`config.mk`:
```
export PLATFORM = sky130hd
export DESIGN_NAME = bus_leak_meter
export DESIGN_NICKNAME = d
export VERILOG_FILES = /design/src/rtl/bus_leak_pkg.sv /design/src/rtl/prev_word_select.sv /design/src/rtl/transition_counter.sv /design/src/rtl/switch_weight.sv /design/src/rtl/bus_leak_meter.sv
export SDC_FILE = /design/constraint.sdc
export NUM_CORES = 1
export LEC_CHECK = 0
export ABC_AREA = 1
export BUFFER_PORTS_ARGS = -buffer_cell sky130_fd_sc_hd__buf_2
export CAP_MARGIN = 20
export CORE_MARGIN = 2
export CORE_UTILIZATION = 40
export CTS_BUF_LIST = sky130_fd_sc_hd__clkbuf_4 sky130_fd_sc_hd__clkbuf_8
export DETAILED_ROUTE_END_ITERATION = 7
export PLACE_DENSITY = 0.66
export SKIP_LAST_GASP = 1
export SLEW_MARGIN = 0
export SYNTH_ARGS = -nofsm -noshare
export SYNTH_HDL_FRONTEND = slang
export SYNTH_HIERARCHICAL = 1
export SYNTH_SLANG_ARGS = --single-unit
```
`constraint.sdc`:
```
create_clock -name clk -period 10 [get_ports clk]
set_clock_uncertainty 0.2 [all_clocks]
set_input_delay 1 -clock clk [delete_from_list [all_inputs] [get_ports clk]]
set_output_delay 1 -clock clk [all_outputs]
set_load 0.01 [all_outputs]
```
`src/rtl/bus_leak_pkg.sv`:
```
// Package: shared encodings for the bus transition leakage estimator.
// Assumes: a 2-bit previous-value source select at the top level.
package bus_leak_pkg;
    typedef enum logic [1:0] {
        PREV_LAST = 2'd0,   // last accepted word
        PREV_ZERO = 2'd1,   // bus precharged to zero
        PREV_EXT  = 2'd2,   // external precharge value
        PREV_ALT  = 2'd3    // alias of PREV_LAST
    } prev_src_e;
endpackage

```
`src/rtl/prev_word_select.sv`:
```
// Module: prev_word_select
// Holds the last accepted bus word and chooses which value the new word is
// compared against. Assumes in_valid marks accepted words; the history
// register is updated on every accepted word in every mode.
module prev_word_select
    import bus_leak_pkg::*;
#(
    parameter int BUS_W = 8
) (
    input  logic             clk,
    input  logic             rst_n,
    input  logic             in_valid,
    input  logic [BUS_W-1:0] in_word,
    input  logic [BUS_W-1:0] prech_in,
    input  logic [1:0]       prech_mode,
    output logic [BUS_W-1:0] prev_word
);
    logic [BUS_W-1:0] hist_q;
    prev_src_e        src;

    // Remember the last accepted word; zero after reset.
    always_ff @(posedge clk) begin
        if (!rst_n)
            hist_q <= '0;
        else if (in_valid)
            hist_q <= in_word;
    end

    // Pick the previous-value source.
    always_comb begin
        src = prev_src_e'(prech_mode);
        unique case (src)
            PREV_ZERO: prev_word = '0;
            PREV_EXT:  prev_word = prech_in;
            default:   prev_word = hist_q;
        endcase
    end
endmodule

```
`src/rtl/transition_counter.sv`:
```
// Module: transition_counter
// Purely combinational per-bit transition classifier and counters. Assumes
// CNT_W can hold BUS_W. The toggle count and the signed distance are each
// formed from their own bit terms, not from the rise/fall counts.
module transition_counter #(
    parameter int BUS_W = 8,
    parameter int CNT_W = $clog2(BUS_W + 1)
) (
    input  logic [BUS_W-1:0] prev_word,
    input  logic [BUS_W-1:0] new_word,
    output logic [CNT_W-1:0] hw,
    output logic [CNT_W-1:0] hd,
    output logic [CNT_W-1:0] rise,
    output logic [CNT_W-1:0] fall,
    output logic [CNT_W:0]   sdist
);
    localparam int SD_W = CNT_W + 1;

    logic [BUS_W-1:0] rise_bit;
    logic [BUS_W-1:0] fall_bit;
    logic [BUS_W-1:0] togl_bit;

    // Per-bit transition classes.
    for (genvar i = 0; i < BUS_W; i++) begin : g_bit
        assign rise_bit[i] = new_word[i] & ~prev_word[i];
        assign fall_bit[i] = prev_word[i] & ~new_word[i];
        assign togl_bit[i] = prev_word[i] ^ new_word[i];
    end

    // Population counts and signed per-bit difference sum.
    always_comb begin
        hw    = '0;
        hd    = '0;
        rise  = '0;
        fall  = '0;
        sdist = '0;
        for (int i = 0; i < BUS_W; i++) begin
            hw    = hw   + CNT_W'(new_word[i]);
            hd    = hd   + CNT_W'(togl_bit[i]);
            rise  = rise + CNT_W'(rise_bit[i]);
            fall  = fall + CNT_W'(fall_bit[i]);
            sdist = sdist + SD_W'(new_word[i]) - SD_W'(prev_word[i]);
        end
    end
endmodule

```
`src/rtl/switch_weight.sv`:
```
// Module: switch_weight
// Combinational weighted switching figure: rise*1.0 + fall*(1 - delta).
// Assumes delta is unsigned with FRAC_W fraction bits, COEF_W > FRAC_W,
// and WGT_W wide enough for the most negative value BUS_W*(1 - max delta).
module switch_weight #(
    parameter int CNT_W  = 4,
    parameter int COEF_W = 10,
    parameter int FRAC_W = 8,
    parameter int WGT_W  = CNT_W + COEF_W + 1
) (
    input  logic [CNT_W-1:0]  rise,
    input  logic [CNT_W-1:0]  fall,
    input  logic [COEF_W-1:0] delta,
    output logic [WGT_W-1:0]  weighted
);
    localparam int CW  = COEF_W + 1;
    localparam int ONE = 1 << FRAC_W;

    logic signed [CW-1:0]    fall_coef;
    logic signed [WGT_W-1:0] rise_x;
    logic signed [WGT_W-1:0] fall_x;
    logic signed [WGT_W-1:0] coef_x;
    logic signed [WGT_W-1:0] sum;

    // Falling-edge coefficient (1 - delta) as a signed fixed-point value.
    always_comb fall_coef = $signed(CW'(ONE)) - $signed({1'b0, delta});

    // Weighted sum of the two edge counts.
    always_comb begin
        rise_x   = $signed(WGT_W'(rise));
        fall_x   = $signed(WGT_W'(fall));
        coef_x   = WGT_W'(fall_coef);
        sum      = (rise_x <<< FRAC_W) + fall_x * coef_x;
        weighted = sum;
    end
endmodule

```
`src/rtl/bus_leak_meter.sv`:
```
// Module: bus_leak_meter (top)
// Scores each accepted bus word against the selected previous value and
// registers all leakage figures one cycle after the strobe. Assumes a
// synchronous active-low reset and delta in unsigned Q2.8 by default.
module bus_leak_meter
    import bus_leak_pkg::*;
#(
    parameter int BUS_W  = 8,
    parameter int COEF_W = 10,
    parameter int FRAC_W = 8,
    localparam int CNT_W = $clog2(BUS_W + 1),
    localparam int WGT_W = CNT_W + COEF_W + 1
) (
    input  logic              clk,
    input  logic              rst_n,
    input  logic              in_valid,
    input  logic [BUS_W-1:0]  in_word,
    input  logic [BUS_W-1:0]  prech_in,
    input  logic [1:0]        prech_mode,
    input  logic [COEF_W-1:0] delta_in,
    output logic              out_valid,
    output logic [CNT_W-1:0]  hw_out,
    output logic [CNT_W-1:0]  hd_out,
    output logic [CNT_W-1:0]  rise_out,
    output logic [CNT_W-1:0]  fall_out,
    output logic [CNT_W:0]    sdist_out,
    output logic [WGT_W-1:0]  wgt_out
);
    logic [BUS_W-1:0] prev_word;
    logic [CNT_W-1:0] hw_c, hd_c, rise_c, fall_c;
    logic [CNT_W:0]   sdist_c;
    logic [WGT_W-1:0] wgt_c;

    prev_word_select #(.BUS_W(BUS_W)) i_prev (
        .clk        (clk),
        .rst_n      (rst_n),
        .in_valid   (in_valid),
        .in_word    (in_word),
        .prech_in   (prech_in),
        .prech_mode (prech_mode),
        .prev_word  (prev_word)
    );

    transition_counter #(.BUS_W(BUS_W), .CNT_W(CNT_W)) i_count (
        .prev_word (prev_word),
        .new_word  (in_word),
        .hw        (hw_c),
        .hd        (hd_c),
        .rise      (rise_c),
        .fall      (fall_c),
        .sdist     (sdist_c)
    );

    switch_weight #(.CNT_W(CNT_W), .COEF_W(COEF_W), .FRAC_W(FRAC_W),
                    .WGT_W(WGT_W)) i_weight (
        .rise     (rise_c),
        .fall     (fall_c),
        .delta    (delta_in),
        .weighted (wgt_c)
    );

    // Output valid follows the strobe by one cycle.
    always_ff @(posedge clk) begin
        if (!rst_n)
            out_valid <= 1'b0;
        else
            out_valid <= in_valid;
    end

    // Capture metrics on accepted words; hold them otherwise.
    always_ff @(posedge clk) begin
        if (!rst_n) begin
            hw_out    <= '0;
            hd_out    <= '0;
            rise_out  <= '0;
            fall_out  <= '0;
            sdist_out <= '0;
            wgt_out   <= '0;
        end else if (in_valid) begin
            hw_out    <= hw_c;
            hd_out    <= hd_c;
            rise_out  <= rise_c;
            fall_out  <= fall_c;
            sdist_out <= sdist_c;
            wgt_out   <= wgt_c;
        end
    end

    AST_HD_SPLIT: assert property (@(posedge clk) disable iff (!rst_n)
        in_valid |=> (CNT_W+1)'(hd_out) == (CNT_W+1)'(rise_out) + (CNT_W+1)'(fall_out));
    AST_SDIST_MATCH: assert property (@(posedge clk) disable iff (!rst_n)
        in_valid |=> $signed(sdist_out) == $signed({1'b0, rise_out}) - $signed({1'b0, fall_out}));
    AST_HW_BOUNDS_RISE: assert property (@(posedge clk) disable iff (!rst_n)
        in_valid |=> hw_out >= rise_out);
    AST_ZERO_PRECHARGE: assert property (@(posedge clk) disable iff (!rst_n)
        (in_valid && prech_mode == PREV_ZERO) |=> (fall_out == '0 && hd_out == hw_out));
    AST_WGT_NO_DISCOUNT: assert property (@(posedge clk) disable iff (!rst_n)
        (in_valid && delta_in == '0) |=> wgt_out == (WGT_W'(hd_out) << FRAC_W));
    AST_VALID_RISE: assert property (@(posedge clk) disable iff (!rst_n)
        in_valid |=> out_valid);
    AST_VALID_FALL: assert property (@(posedge clk) disable iff (!rst_n)
        !in_valid |=> !out_valid);
    AST_IDLE_HOLD: assert property (@(posedge clk) disable iff (!rst_n)
        !in_valid |=> ($stable(hw_out) && $stable(hd_out) && $stable(sdist_out) && $stable(wgt_out)));
endmodule

```
* Yosys cells after proc, flatten, opt, wreduce, memory -nomap -nowiden
Index checks and enable logic that the tools add are counted.
** Word-level totals
- Register bits :: 45
- Input port bits :: 31
** Operators by class
- Add/subtract/negate cells :: 45
- Multiply operators :: 1
- Equal/unequal tests :: 2
- Muxes and demuxes :: 1
- Bitwise operators :: 40
** Operators with widths (number)
- 4-bit by 1-bit adder with 4-bit output :: 24
- 5-bit by 1-bit adder with 5-bit output :: 7
- 5-bit by 1-bit subtractor with 5-bit output :: 7
- 1-bit AND :: 16
- 1-bit NOT :: 16
- 8-bit one-hot mux with 2 select lines :: 1
- 13-bit by 15-bit adder with 15-bit output :: 1
- 5-bit by 11-bit multiplier with 15-bit output :: 1
- 9-bit by 10-bit subtractor with 11-bit output (first input constant) :: 1
- 1-bit by 1-bit adder with 2-bit output :: 4
- 1-bit bitwise XOR :: 8
- 2-bit by 1-bit == test with 1-bit output (second input constant) :: 1
- 2-bit == test (second input constant) :: 1
- 1-bit by 1-bit subtractor with 2-bit output :: 1

* Logic depth before layout (Yosys ltp)
Gate-level depths: netlist of run 1.
- Depth after elaboration :: 17
- Gate-level depth with buffers :: 37

* Cells and area by module
Netlist of run 1, hierarchy kept.
** Modules (own cells, without submodules)
- switch_weight :: instances 1, cells each 325, area each 2089.5 µm², sequential area each 0.0 µm²
- bus_leak_meter :: instances 1, cells each 231, area each 1532.7 µm², sequential area each 740.7 µm²
- transition_counter :: instances 1, cells each 156, area each 1358.8 µm², sequential area each 0.0 µm²
- prev_word_select :: instances 1, cells each 80, area each 543.0 µm², sequential area each 160.2 µm²

* Worst setup path after synthesis of run 1
OpenSTA, ideal clock, no wires.
- Kind :: input to register
- Start point :: input prech_mode[0]
- End point :: register wgt_out[14]
- Data arrival time :: 7142 ps
- Slack :: 2545 ps
- Stages :: 35
- Cells stage by stage :: inv_1 > ha_1 > buf_6 > nor2_8 > nand2_2 > nand2_1 > ha_1 > inv_1 > fa_1 > fa_1 > inv_1 > fa_1 > ha_1 > inv_1 > fa_1 > xnor2_1 > inv_1 > nor2_1 > ha_1 > fa_1 > inv_1 > fa_1 > inv_1 > ha_1 > nand2_1 > nor2_1 > nand2_1 > a21oi_1 > nor2_1 > nand2_1 > nand2_1 > inv_1 > nand2_1 > nand2_1 > nor2_1
** On the way
- Word-level cells in the longest chain between the ends :: 12
** Ends and longest elaborated chain
- from (decl) :: line bus_leak_meter.sv:19 : input logic [1:0] prech_mode,
- 2-bit == test or 2-bit by 1-bit == test with 1-bit output (tied branches) :: line prev_word_select.sv:32 : unique case (src)
- 8-bit one-hot mux with 2 select lines * :: line prev_word_select.sv:32
- net prev_word[0] :: line bus_leak_meter.sv:29 : logic [BUS_W-1:0] prev_word;
- 1-bit AND * :: line transition_counter.sv:26 : assign fall_bit[i] = prev_word[i] & ~new_word[i];
- 1-bit by 1-bit adder with 2-bit output * :: line transition_counter.sv:41 : fall = fall + CNT_W'(fall_bit[i]);
- 4-bit by 1-bit adder with 4-bit output * (6 in series) :: line transition_counter.sv:41
- net fall_c[2] :: line bus_leak_meter.sv:30 : logic [CNT_W-1:0] hw_c, hd_c, rise_c, fall_c;
- 5-bit by 11-bit multiplier with 15-bit output * :: line switch_weight.sv:33 : sum = (rise_x <<< FRAC_W) + fall_x * coef_x;
- 13-bit by 15-bit adder with 15-bit output * :: line switch_weight.sv:33
- net wgt_c[14] :: line bus_leak_meter.sv:32 : logic [WGT_W-1:0] wgt_c;
- to (signal assigned) :: line bus_leak_meter.sv:85 : wgt_out <= wgt_c;
- to (decl) :: line bus_leak_meter.sv:27 : output logic [WGT_W-1:0] wgt_out
Mark *: on every way through the listed nets, which the timed path passes. The rest lies on a longest branch.
A chain may end at the register's enable or synchronous reset.

* Worst setup path after layout of run 1
- Start point :: input prech_mode[0]
- End point :: register wgt_out[9]
The elaborated chain is that of the path after synthesis.

==> reports/summary.txt, run 1 <==
Chip Height - 121.5 µm
Starting Density - 41.39%
clock root buffer - clkbuf_8
most frequent cell after synthesis - inv_1
routability cong. - 0.8900
layout cells sized above 1 - 11.85%
Tightest Pin Transition - 0.9019 ns
prevailing post-synth register cell - dfxtp_1
Final min period - 7.799 ns
NumNets Final - 1004
Slew Viols, Final - 0
final setup TNS - 0 ns
# diodes - 0
Cell Area, Placed - 5928 µm²
Non-Filler Cell Area, Final - 6025 µm²
R2R depth - 27
number of port buffers - 67
Remaining DRCs - 0
Clock Latency Late Sink - 0.31 ns
Net Count, Synth - 945
CTS resizes - 0
final critical-path share of the clock period - 77.99%
CTS clk-pin slew, worst paths - 0.09 ns
status - finished clean
synth cell count leaders - inv_1, nand2_1, nor2_1
antenna violations before repair - 0
largest net degree at the start of global routing - 90
grt ovf - 0
critical path capture point type - flip-flop
unrepaired setup endpoints after global routing - false
largest cells by area after synthesis - fa_1, dfxtp_1, ha_1
Slowest-stage cell, CP - fa_1
LEAKAGE - 0.003608 µW
Pre-antenna DRT Iters - 4
WL/cell - 11.01 µm
flop-to-flop setup slack - 3.34 ns
Post-Syn Area - 5524 µm²
min-delay worst type - reg -> reg
CP Launch Type - primary input
CP Class - in -> reg
endpoint with the worst hold slack - wgt_out[11]
CTS sink cnt - 45
Max Root-Sink Buffers - 2
number of setup buffers added after CTS - 0
Post-DP HPWL - 9609 µm
ANT nets after route - 0
Core Footprint - 13350 µm²
reg-to-reg startpoint - i_prev/hist_q[0]
register area share after synthesis - 16.31%
Post-Place Cells - 1020
PwrDens - 176.0 nW/µm²
# rows - 42
routed vias/inst - 4.428
hold depth - 2
FF+latch count, synth - 45
first-pass GRT wire length - 19950 µm
max_slew headroom - 39.88%
arrival time at the worst endpoint - 7.85 ns
non-filler instance count after layout - 1028
syn_area_per_cell - 6.975 µm²
CTS tree - done
die area - 14770 µm²
Layout area overhead - 9.060%
FMAX - 0.1282 GHz
maximum fanout along the worst path - 9
H-tree depth reported by CTS - 2
Hold Startpoint - wgt_out[11]
num ports - 68
Peak supply drop - 0.00007841 V
post-synth top area share - 19.21%
max_cap viols - 0
via count - 4552
CP required - 10.05 ns
vias in the first global route - 4625
Synth async-reset ratio - 0%
total wire length - 11320 µm
CTS hold repair buffers - 0
count of final hold-check violations - 0
setup violators final - 0
reg2reg end - wgt_out[9]
synth warn - 6
EDFF count, synth - 0
Mapped Cells - 792
CTS Buf Count - 5
DR iter-0 viols - 185
unique cell type count in the Yosys netlist - 27
Tot GR Track Use - 16.76%
CP max stage delay - 0.56 ns
post-synth top area cell - fa_1
Die Width - 121.5 µm
flip-flops by register name, summed over array words and instances (netlist names):
name           cells
fall_out           4
hd_out             4
hw_out             4
i_prev/hist_q      8
out_valid          1
rise_out           4
sdist_out          5
wgt_out           15
critical path: cells and delay by family:
kind	cells	cell delay, ns
AOI/OAI and AO/OA	1	0.14
xor gates and xnor gates	2	0.57
adders and majority gates	11	4.44
buffers and inverters	8	0.65
and+or+nand+nor	9	1.05
where the power goes:
group | internal [µW] | switching, µW | total (µW)
sequential | 211 | 15.8 | 227
clock | 56.1 | 67.2 | 123
combinational | 284 | 426 | 710
total | 551 | 509 | 1060
layout by cell type (no fill, tap or decap), types with 3 or more instances in the layout:
master,count
inv_1,205
nand2_1,191
nor2_1,130
ha_1,69
buf_2,67
fa_1,53
dfxtp_1,45
nand3_1,22
xor2_1,10
nand2_2,10
a21oi_1,9
xnor2_1,8
clkbuf_8,6
nor2_2,4
nand4_1,4
clkinv_2,3
kinds of logic (layout without fill, tap and decap cells):
family                     count (synthesis)  in the layout  share of synthesized area, %
and+or+nand+nor                          370            370                         27.75
DFF                                       45             45                         16.31
AOI/OAI and AO/OA                         12             12                         1.132
adders and majority gates                122            122                         34.84
buffers and inverters                    225            285                         17.12
xor gates and xnor gates                  18             18                         2.854
layout make-up:
cell class | count | area (µm²)
sequential | 45 | 900.9
fill | 1460 | 7323
clock buffer | 6 | 82.58
clock inverter | 2 | 13.76
tap | 176 | 220.2
timing repair buffer | 68 | 342.8
inverter | 209 | 787.0
multi-input combinational | 522 | 3677
how the worst max path moves through the flow:
stage                  start          end  slack (ns)
3_3_place_gp   prech_mode[0]  wgt_out[14]        2.03
3_5_place_dp   prech_mode[0]   wgt_out[9]        1.87
5_1_grt        prech_mode[0]  wgt_out[14]        1.59
2_1_floorplan  prech_mode[0]  wgt_out[14]        2.54
6_report       prech_mode[0]   wgt_out[9]        2.20
4_1_cts        prech_mode[0]   wgt_out[9]        2.20
per-layer routing:
metal	track usage, %	vias to the layer above	part of all wire [%]
met5	0	-	0
met4	4.454	0	1.6
met3	2.726	15	3.1
met2	32.09	71	52
met1	19.15	2077	43
li1	-	2389	-
metrics by stage:
step	hold slack, ns	power [µW]	utilization (%)	setup slack [ns]
2_1_floorplan	0.2489	781.2	-	2.545
3_3_place_gp	0.2542	941.2	44.41	2.028
3_5_place_dp	0.2605	951.6	44.41	1.874
4_1_cts	0.2729	1080	45.14	2.195
5_1_grt	0.2932	1212	45.14	1.586
6_report	0.2690	1060	45.14	2.201
No activity file was read; power rests on OpenSTA's default activity.
==> run 2, diff against run 1 <==
- PLACE_DENSITY: 0.66 -> 0.68
- clock period: 10 -> 6.8 ns (I/O delays scaled with it)
==> reports/summary.txt, run 2 (synthesis gave the netlist of run 1 again) <==
status - finished clean (unchanged)
antenna violations before repair - 0 (unchanged)
arrival time at the worst endpoint - 6.68 ns (was 7.85 ns)
Tightest Pin Transition - 0.9054 ns (was 0.9019 ns)
max_cap viols - 0 (unchanged)
ANT nets after route - 0 (unchanged)
Core Footprint - 13350 µm² (unchanged)
unrepaired setup endpoints after global routing - true (was false)
CP max stage delay - 0.55 ns (was 0.56 ns)
via count - 4690 (was 4552)
most frequent cells in the layout - inv_1, nand2_1, nor2_1 (unchanged)
H-tree depth reported by CTS - 2 (unchanged)
Peak supply drop - 0.0001141 V (was 0.00007841 V)
# rows - 42 (unchanged)
maximum fanout along the worst path - 7 (was 9)
# diodes - 0 (unchanged)
critical path capture point type - flip-flop (unchanged)
max_slew headroom - 39.64% (was 39.88%)
Final min period - 6.690 ns
number of port buffers - 67 (unchanged)
DR iter-0 viols - 145 (was 185)
clock root buffer - clkbuf_8 (unchanged)
Die Width - 121.5 µm (unchanged)
Layout area overhead - 22.79% (was 9.060%)
cell mode on critical path - nand2_1
CTS sink cnt - 45 (unchanged)
FMAX - 0.1495 GHz
final critical-path share of the clock period - 98.38%
flop-to-flop setup slack - 0.64 ns (was 3.34 ns)
CTS hold repair buffers - 0 (unchanged)
num ports - 68 (unchanged)
Clock Latency Late Sink - 0.29 ns (was 0.31 ns)
Starting Density - 41.39% (unchanged)
non-filler instance count after layout - 1071 (was 1028)
count of final hold-check violations - 0 (unchanged)
vias in the first global route - 4632 (was 4625)
CP Launch Type - primary input (unchanged)
Max Root-Sink Buffers - 2 (unchanged)
layout cells sized above 1 - 24.69% (was 11.85%)
Tot GR Track Use - 16.72% (was 16.76%)
CP required - 6.79 ns (was 10.05 ns)
first-pass GRT wire length - 20090 µm (was 19950 µm)
PwrDens - 279.6 nW/µm² (was 176.0 nW/µm²)
Post-Place Cells - 1057 (was 1020)
WL/cell - 11.19 µm (was 11.01 µm)
Post-DP HPWL - 9816 µm (was 9609 µm)
setup violators final - 0 (unchanged)
CP Class - in -> reg (unchanged)
Slowest-stage cell, CP - fa_2 (was fa_1)
total power - 1896 µW (was 1060 µW)
Largest regs - wgt_out (15), i_prev/hist_q (8), sdist_out (5) (unchanged)
total wire length - 11980 µm (was 11320 µm)
min-delay worst type - reg -> reg (unchanged)
CTS tree - done (unchanged)
Pre-antenna DRT Iters - 5 (was 4)
routed vias/inst - 4.379 (was 4.428)
Slew Viols, Final - 0 (unchanged)
LEAKAGE - 0.003826 µW (was 0.003608 µW)
Remaining DRCs - 0 (unchanged)
CTS clk-pin slew, worst paths - 0.08 ns (was 0.09 ns)
commonest non-fill, non-tap cell in the layout - inv_1 (unchanged)
Chip Height - 121.5 µm (unchanged)
NumNets Final - 1049 (was 1004)
flip-flop count of the largest register after layout - 15 (unchanged)
largest net degree at the start of global routing - 90 (unchanged)
die area - 14770 µm² (unchanged)
grt ovf - 0 (unchanged)
routability cong. - 0.8915 (was 0.8900)
Reg with most FFs - wgt_out (unchanged)
CTS Buf Count - 5 (unchanged)
run 2: final timing paths:
check / from / to / cells after the start
min reg2reg: wgt_out[13] / wgt_out[13] / 2
max reg2reg: i_prev/hist_q[3] / wgt_out[12] / 32
min: wgt_out[13] / wgt_out[13] / 2
max: prech_mode[0] / wgt_out[12] / 36
run 2: timing repair:
action                                  4_1_cts  5_1_grt
endpoints found under the setup margin        9       10
cloned                                        0        0
gates resized for setup                       3       81
setup buffers                                 0        8
pin swaps                                     3       41
run 2: routing by layer:
metal	up-vias	part of all wire (%)	global-route usage (%)
li1	2475	-	-
met1	2149	43	19.87
met2	56	53	32.37
met3	10	2.5	2.397
met4	0	0.94	2.371
met5	-	0	0
run 2: area by class of cell:
| type | count | area, µm² |
|---|---|---|
| Clock buffer | 5 | 68.82 |
| Clock inverter | 1 | 5.005 |
| Fill cell | 1371 | 6565 |
| Inverter | 209 | 802.0 |
| Multi-Input combinational cell | 522 | 4091 |
| Sequential cell | 45 | 900.9 |
| Tap cell | 176 | 220.2 |
| Timing Repair Buffer | 113 | 694.4 |
run 2: power by group:
group / internal [µW] / switching (µW) / total (µW) / leakage [µW]
Sequential: 310 / 22.3 / 333 / 0.000373
Clock: 67.8 / 88.1 / 156 / 0.0000399
Combinational: 635 / 773 / 1410 / 0.00341
run 2: stage by stage:
step	cell area, µm²	hold WS, ns	setup TNS [ns]	setup WS (ns)	util (%)
2_1_floorplan	5637	0.2489	-0.002865	-0.002865	-
3_3_place_gp	6319	0.2557	-3.130	-0.4196	47.34
3_5_place_dp	6319	0.2605	-4.217	-0.5232	47.34
4_1_cts	6407	0.2723	0	0.02029	48.00
5_1_grt	6783	0.2917	-1.004	-0.2144	50.82
6_report	6783	0.2653	0	0.1098	50.82
run 2: critical path, delay by kind of cell:
kind | cells | cell delay, ns
adders and majority gates | 11 | 4.16
and+or+nand+nor | 14 | 1.13
buffers and inverters | 11 | 0.68
==> run 3, diff against run 2 <==
- RECOVER_POWER: not set -> 100
==> reports/summary.txt, run 3 (synthesis gave the netlist of run 1 again) <==
R2R depth - 32 (unchanged)
DR iter-0 viols - 151 (was 145)
vias in the first global route - 4632 (unchanged)
FILL cells - 1393 (was 1371)
num ports - 68 (unchanged)
CP Class - in -> reg (unchanged)
CP max stage delay - 0.55 ns (about the same)
area occupied by multi-input gates - 4091 µm² (unchanged)
cell mode on critical path - nand2_1 (unchanged)
setup violators final - 0 (unchanged)
max_cap viols - 0 (unchanged)
Cell Area, Placed - 6319 µm² (unchanged)
Slew Viols, Final - 0 (unchanged)
# rows - 42 (unchanged)
H-tree depth reported by CTS - 2 (unchanged)
Max Root-Sink Buffers - 2 (unchanged)
Reg with most FFs - wgt_out (unchanged)
arrival time at the worst endpoint - 6.68 ns (about the same)
critical path capture point type - flip-flop (unchanged)
final critical-path share of the clock period - 98.41% (was 98.38%)
routed vias/inst - 4.388 (was 4.379)
min-delay worst type - reg -> reg (unchanged)
commonest non-fill, non-tap cell in the layout - inv_1 (unchanged)
Chip Height - 121.5 µm (unchanged)
CTS hold repair buffers - 0 (unchanged)
hold depth - 2 (unchanged)
number of port buffers - 67 (unchanged)
Post-Place Cells - 1057 (unchanged)
via count - 4700 (was 4690)
Tightest Pin Transition - 0.9046 ns (was 0.9054 ns)
Core Footprint - 13350 µm² (unchanged)
CP required - 6.79 ns (about the same)
non-filler instance count after layout - 1071 (unchanged)
# diodes - 0 (unchanged)
CTS tree - done (unchanged)
CTS Buf Count - 5 (unchanged)
Post-DP HPWL - 9816 µm (unchanged)
CP top delay family - adder cells (unchanged)
final core utilization - 50.43% (was 50.82%)
status - finished clean (unchanged)
Pre-antenna DRT Iters - 5 (unchanged)
Tot GR Track Use - 16.72% (unchanged)
die area - 14770 µm² (unchanged)
WP depth - 36 (unchanged)
WL/cell - 11.24 µm (was 11.19 µm)
fin worst setup slack - 0.1084 ns (was 0.1098 ns)
flip-flop count of the largest register after layout - 15 (unchanged)
CTS clk-pin slew, worst paths - 0.08 ns (about the same)
CTS sink cnt - 45 (unchanged)
Buf/Inv on CP - 11 (unchanged)
PwrDens - 280.2 nW/µm² (was 279.6 nW/µm²)
Starting Density - 41.39% (unchanged)
Die Width - 121.5 µm (unchanged)
count of final hold-check violations - 0 (unchanged)
Peak supply drop - 0.0001136 V (was 0.0001141 V)
Non-Filler Cell Area, Final - 6731 µm² (was 6783 µm²)
maximum fanout along the worst path - 7 (unchanged)
FMAX - 0.1494 GHz (was 0.1495 GHz)
max_slew headroom - 39.70% (was 39.64%)
LEAKAGE - 0.003681 µW (was 0.003826 µW)
register area - 900.9 µm² (unchanged)
NumNets Final - 1049 (unchanged)
Setup WS pre-CTS - -0.5232 ns (unchanged)
Layout area overhead - 21.86% (was 22.79%)
routability cong. - 0.8915 (unchanged)
antenna violations before repair - 0 (unchanged)
Final min period - 6.692 ns (was 6.690 ns)
layout cells sized above 1 - 20.34% (was 24.69%)
ANT nets after route - 0 (unchanged)
first-pass GRT wire length - 20090 µm (unchanged)
CP Launch Type - primary input (unchanged)
Clock Latency Late Sink - 0.29 ns (about the same)
largest net degree at the start of global routing - 90 (unchanged)
total wire length - 12040 µm (was 11980 µm)
unrepaired setup endpoints after global routing - true (unchanged)
clock root buffer - clkbuf_8 (unchanged)
Largest regs - wgt_out (15), i_prev/hist_q (8), sdist_out (5) (unchanged)
most frequent cells in the layout - inv_1, nand2_1, nor2_1 (unchanged)
grt ovf - 0 (unchanged)
Slowest-stage cell, CP - fa_2 (unchanged)
Remaining DRCs - 0 (unchanged)
-- run 3: where the power goes --
| part | total (µW) | switching (µW) | internal [µW] |
|---|---|---|---|
| Combinational | 1400 | 774 | 623 |
| Sequential | 334 | 23.5 | 310 |
| Clock | 156 | 87.9 | 67.8 |
-- run 3: worst reg2reg max path, delay by kind of cell (launching register included) --
kind                     cells  cell delay, ns
adder cells (fa/ha/maj)     10            3.93
flip-flops                   1            0.36
buffers and inverters        9            0.59
AND/OR/NAND/NOR             13            0.98
-- run 3: timing repair --
item                       CTS  global route
buffers inserted             0             8
gates resized for setup      3            81
setup endpoints to repair    9            10
pin swaps                    3            41
-- run 3: area by class of cell --
class / count / area share, %
multi-input combinational: 522 / 60.78
inverter: 209 / 11.91
sequential: 45 / 13.38
tap: 176 / 3.271
timing repair buffer: 113 / 9.554
clock buffer: 5 / 1.022
clock inverter: 1 / 0.07435
-- run 3: metrics by stage --
stage	power (µW)	hold slack, ns	setup TNS (ns)
finish	1886	0.2696	0
global route	2116	0.2933	-1.004
CTS	1752	0.2723	0
detailed placement	1589	0.2605	-4.217
global placement	1561	0.2557	-3.130
floorplan	1226	0.2489	-0.002865
-- run 3: worst paths after layout --
kind                    startpoint          end  slack, ns
setup / recovery     prech_mode[0]  wgt_out[12]       0.11
hold / removal         wgt_out[13]  wgt_out[13]       0.27
setup reg to reg  i_prev/hist_q[3]  wgt_out[12]       0.64
hold reg to reg        wgt_out[13]  wgt_out[13]       0.27
-- run 3: per-layer routing --
metal / track usage (%) / up-vias / routed length [µm]
met5: 0 / - / 0
met4: 2.371 / 0 / 113
met3: 2.397 / 10 / 307
met2: 32.37 / 58 / 6405
met1: 19.87 / 2156 / 5214
li1: - / 2476 / -
